$ cat src/rtl/msi_line_ctrl.sv
module msi_line_ctrl #(
  parameter int LINES  = 16,
  parameter int ADDR_W = 10,
  parameter int DATA_W = 32
) (
  input  logic                clk,
  input  logic                rst,
  input  logic                cpu_req,
  input  logic                cpu_we,
  input  logic [ADDR_W-1:0]   cpu_addr,
  input  logic [DATA_W-1:0]   cpu_wdata,
  input  logic [DATA_W/8-1:0] cpu_wstrb,
  output logic                cpu_ready,
  output logic [DATA_W-1:0]   cpu_rdata,
  output logic                bus_req,
  output logic [1:0]          bus_cmd,
  output logic [ADDR_W-1:0]   bus_addr,
  output logic [DATA_W-1:0]   bus_wdata,
  input  logic                bus_gnt,
  input  logic [DATA_W-1:0]   bus_rdata,
  input  logic                snp_valid,
  input  logic [1:0]          snp_cmd,
  input  logic [ADDR_W-1:0]   snp_addr,
  output logic                snp_flush,
  output logic [DATA_W-1:0]   snp_data
);
  localparam int IDX_W = (LINES > 1) ? $clog2(LINES) : 1;
  localparam int TAG_W = ADDR_W - IDX_W;
  localparam int NB    = DATA_W / 8;
  localparam logic [1:0] CMD_WB = 2'b00, CMD_RD = 2'b01, CMD_WR = 2'b10, CMD_INV = 2'b11;

  logic [LINES-1:0]  vld_q, drt_q;
  logic [TAG_W-1:0]  tag_q [LINES];
  logic [DATA_W-1:0] dat_q [LINES];
  logic              wb_pend_q;
  logic [ADDR_W-1:0] wb_addr_q;
  logic [DATA_W-1:0] wb_data_q;

  logic [IDX_W-1:0]  c_idx, s_idx;
  logic [TAG_W-1:0]  c_tag, s_tag;
  logic              c_hit, c_need, c_fill, c_victim, stall;
  logic              s_hit, s_act, s_wb_hit;
  logic [1:0]        c_cmd;
  logic [DATA_W-1:0] base, merged;

  assign c_idx = cpu_addr[IDX_W-1:0];
  assign c_tag = cpu_addr[ADDR_W-1:IDX_W];
  assign s_idx = snp_addr[IDX_W-1:0];
  assign s_tag = snp_addr[ADDR_W-1:IDX_W];

  assign c_hit  = vld_q[c_idx] && (tag_q[c_idx] == c_tag);
  assign c_need = cpu_req && !(c_hit && (!cpu_we || drt_q[c_idx]));
  assign c_cmd  = !c_hit ? (cpu_we ? CMD_WR : CMD_RD) : CMD_INV;

  assign s_act    = snp_valid && (snp_cmd != CMD_WB);
  assign s_hit    = s_act && vld_q[s_idx] && (tag_q[s_idx] == s_tag);
  assign s_wb_hit = s_act && wb_pend_q && (snp_addr == wb_addr_q);
  assign stall    = snp_valid && (s_idx == c_idx);

  assign cpu_ready = !wb_pend_q && cpu_req && !stall && (!c_need || bus_gnt);
  assign c_fill    = cpu_ready && c_need;
  assign c_victim  = c_fill && !c_hit && vld_q[c_idx] && drt_q[c_idx];

  assign bus_req   = wb_pend_q || c_need;
  assign bus_cmd   = wb_pend_q ? CMD_WB : c_cmd;
  assign bus_addr  = wb_pend_q ? wb_addr_q : cpu_addr;
  assign bus_wdata = wb_data_q;

  assign base      = c_hit ? dat_q[c_idx] : bus_rdata;
  assign cpu_rdata = base;

  for (genvar b = 0; b < NB; b++) begin : g_merge
    assign merged[8*b +: 8] = cpu_wstrb[b] ? cpu_wdata[8*b +: 8] : base[8*b +: 8];
  end

  assign snp_flush = s_wb_hit || (s_hit && drt_q[s_idx]);
  assign snp_data  = s_wb_hit ? wb_data_q : dat_q[s_idx];

  always_ff @(posedge clk) begin
    if (rst) begin
      vld_q     <= '0;
      drt_q     <= '0;
      wb_pend_q <= 1'b0;
    end else begin
      if (s_hit) begin
        drt_q[s_idx] <= 1'b0;
        if (snp_cmd != CMD_RD) vld_q[s_idx] <= 1'b0;
      end
      if (s_wb_hit || (wb_pend_q && bus_gnt)) wb_pend_q <= 1'b0;
      else if (c_victim)                      wb_pend_q <= 1'b1;
      if (cpu_ready) begin
        vld_q[c_idx] <= 1'b1;
        drt_q[c_idx] <= cpu_we || (c_hit && drt_q[c_idx]);
      end
    end
  end

  always_ff @(posedge clk) begin
    if (c_victim) begin
      wb_addr_q <= {tag_q[c_idx], c_idx};
      wb_data_q <= dat_q[c_idx];
    end
    if (cpu_ready && (cpu_we || c_need)) begin
      tag_q[c_idx] <= c_tag;
      dat_q[c_idx] <= cpu_we ? merged : base;
    end
  end
endmodule

$ cat config.mk
export PLATFORM = sky130hd
export DESIGN_NAME = msi_line_ctrl
export DESIGN_NICKNAME = d
export VERILOG_FILES = /design/src/rtl/msi_line_ctrl.sv
export SDC_FILE = /design/constraint.sdc
export NUM_CORES = 1
export LEC_CHECK = 0
export CAP_MARGIN = 20
export CORE_MARGIN = 2
export CORE_UTILIZATION = 60
export CTS_CLUSTER_SIZE = 25
export DETAILED_ROUTE_END_ITERATION = 8
export MAX_ROUTING_LAYER = met4
export PLACE_DENSITY = 0.81
export SYNTH_ARGS = -nofsm -noshare
export SYNTH_HDL_FRONTEND = slang
export SYNTH_SLANG_ARGS = --single-unit
$ cat constraint.sdc
create_clock -name clk -period 6.21 [get_ports clk]
set_input_delay 0.621 -clock clk [delete_from_list [all_inputs] [get_ports clk]]
set_output_delay 0.621 -clock clk [all_outputs]
set_load 0.005 [all_outputs]
==> impl_metrics.toml <==
[die]
core_sq_um = 53900
die_h_um = 238
fp-row-count = 85
boundaryPins = 207
start_util_pct = 60.8
die-area_sq_um = 56500
die_w_um = 238

[clocking]
cts_tree = "built"
clkSinkCount = 683
clk_latency_ns = 0.62
cts.clk_slew.worst_paths_ns = 0.06
post_cts_buffers = 0
postCtsHoldBufs = 0
htreeDepth = 3
clk_path_buf_depth = 3
cts_resized = 0
numCtsBuffers = 69
root_buffer = "clkbuf_16"

[placement]
hpwl_mm = 50.9
place_area_sq_um = 35800
io_buffers = 206
gp_congestion = 0.920

[route]
drtPass1Iterations = 5
vias_per_cell = 7.31
antenna_left = 0
wire_per_inst_um = 34.9
vias = 18600
post-route-drc-count = 0
drtIter0Drc = 2331
drt_wl_total_mm = 89.1

[yosys]
ys_warn_count = 0
synth_compound_gate_area_share_pct = 2.02
synth_top_family_by_area = "multiplexers"
synth_edf_count = 650
synth_async_sr_flop_share_pct = 0
postSynthRegisterBits = 683
synthXorXnorAreaFrac_pct = 0.744
synthSimpleGateAreaFrac_pct = 2.08
yosysUniqueCellTypes = 69
yosysSeqAreaShare_pct = 61.5
synth_cells = 1592
ys.flop_type = "edfxtp_1"
avgSynthCellArea_sq_um = 20.6
syn_area_sq_um = 32800
synth_mux_area_share_pct = 31.7
synthAdderAreaFrac_pct = 0
synth_fp_nets = 1688

[pwr]
power-per-cell-area_nw_per_um2 = 269
p_total_w = 0.0102
peakVddDrop_mv = 0.212
p_leak_nw = 12.2

[cells_and_area]
final_util_pct = 70.5
fill_cells = 3113
stdcell_area_sq_um = 38000
layout_commonest_cell = "edfxtp_1"
areaGrowthSynthToFinish_pct = 16.0
final_nets = 1894
drive_above_1_share_pct = 36.1
layout_common_cells = "650 x edfxtp_1, 378 x mux4_2, 198 x clkdlybuf4s50_1"

[worst_setup_path]
cp.required_ns = 5.59
start_kind = "input pin"
crit_path_max_incr_delay_ns = 0.76
cp_cell_sequence = "buf_4, mux4_2, and3_1, a2111oi_0, nand3_1, o2111a_4, nand2_8, a21oi_1, o21bai_1, clkdlybuf4s50_1"
crit_type = "in -> out"
critPathArrivalTime_ns = 4.45
cp_slowest_cell = "buf_4"
crit_fanout = 58
end_kind = "primary output"

[sta]
setup_viol = 0
finalClockSkew_ns = 0.0290
finalCriticalPeriod_ns = 5.07
setup_tns_ns = 0
drv_slew = 0
hold_violations = 0
fmax_mhz = 197
tightest_slew_ns = 1.14
min_period_over_period_pct = 81.7
slew_headroom_pct = 24.0
rsz0062_at_grt = "false"

[min_path]
hold_class = "reg -> reg"

[global_routing]
grt_pass1_vias = 19800
grt_max_degree = 91
antenna_found_initial = 2
gr-total-overflow = 0
grtUsageTotal_pct = 33.4
grt_pass1_wl_mm = 131

[job]
drv_cap = 0

[run_status]
outcome = "finished, final reports clean"
[per-layer routing]
layer	share of wire [%]	GRT usage, %	wire (um)	vias to the layer above
li1	-	-	-	7348
met1	35	43.1	31500	9875
met2	52	54.9	46100	1239
met3	9.8	5.52	8710	187
met4	3.1	11.1	2790	0
met5	0	-	0	-
[worst max-delay path, delay by kind of cell]
kind | cells | cell delay [ns]
compound gates | 4 | 1.11
simple gates | 3 | 0.88
mux | 1 | 0.45
buf+inv | 2 | 1.34
[power breakdown]
| part | leakage (nW) | total (W) | internal [W] | switching [W] |
|---|---|---|---|---|
| sequential | 6.11 | 0.00513 | 0.00511 | 0.0000208 |
| combinational | 5.04 | 0.000964 | 0.000480 | 0.000485 |
| clock | 1.08 | 0.00415 | 0.00239 | 0.00175 |
| total | 12.2 | 0.0102 | 0.00799 | 0.00226 |
[flip-flops by register name, summed over array words and instances, names as in the netlist]
register   flops
wb_pend_q      1
dat_q        512
drt_q         16
wb_addr_q     10
bus_wdata     32
tag_q         96
vld_q         16
[final timing paths]
kind / from / end / slack (ns) / cells after the start
setup / recovery: cpu_addr[3] / bus_req / 1.14 / 10
hold / removal: vld_q[11] / vld_q[11] / 0.50 / 2
setup reg to reg: tag_q[10][5] / dat_q[6][30] / 1.74 / 9
hold reg to reg: vld_q[11] / vld_q[11] / 0.50 / 2
[metrics by stage]
stage,hold slack (ns),setup slack [ns],cells
after CTS,0.490,1.25,2547
after detailed placement,0.481,0.971,2422
final,0.496,1.14,2551
after global placement,0.470,0.906,2422
after global routing,0.511,1.12,2551
after floorplan,0.455,1.42,1592
[cells in the mapped netlist, types with 2 or more instances]
cell,number,share of area [%]
and2_1,2,0.038
o2bb2ai_1,2,0.053
nand4_1,7,0.13
nand2b_1,3,0.057
nand4b_1,7,0.19
dfxtp_1,33,2.0
mux2i_1,54,1.6
inv_1,4,0.046
nor3_1,3,0.046
and3_1,2,0.038
o31ai_1,4,0.092
xor2_1,16,0.43
clkbuf_1,45,0.52
mux4_2,378,26
a22oi_1,2,0.046
buf_2,37,0.56
nand4_2,2,0.076
nand4bb_1,3,0.10
o211ai_1,12,0.27
mux2_2,84,2.9
a21oi_1,20,0.31
a22o_1,6,0.16
buf_1,21,0.24
nand2_1,29,0.33
nor2b_1,10,0.19
o21ai_0,19,0.29
xnor2_1,10,0.27
mux2_4,25,1.1
nand3_1,12,0.18
edfxtp_1,650,60
a221oi_1,3,0.080
o311ai_1,4,0.11
buf_6,12,0.41
or2_2,2,0.038
nor2_1,31,0.35
or3_1,2,0.038
buf_4,4,0.092
[kinds of logic after synthesis]
family | Yosys count
DFF | 683
muxes | 543
buffers and inverters | 125
and+or+nand+nor | 124
AOI/OAI and AO/OA | 90
xor gates and xnor gates | 27
[area by class of cell]
type,count,area (sq um),area share [%]
inverters,6,22.5,0.0592
multi-input cells,784,12100,31.9
diodes,3,7.51,0.0197
clock inverters,33,302,0.793
flip-flops and latches,683,20200,53.1
well taps,696,871,2.29
clock buffers,92,1930,5.07
repair buffers,254,2610,6.86
No activity file was read; power rests on OpenSTA's default activity.
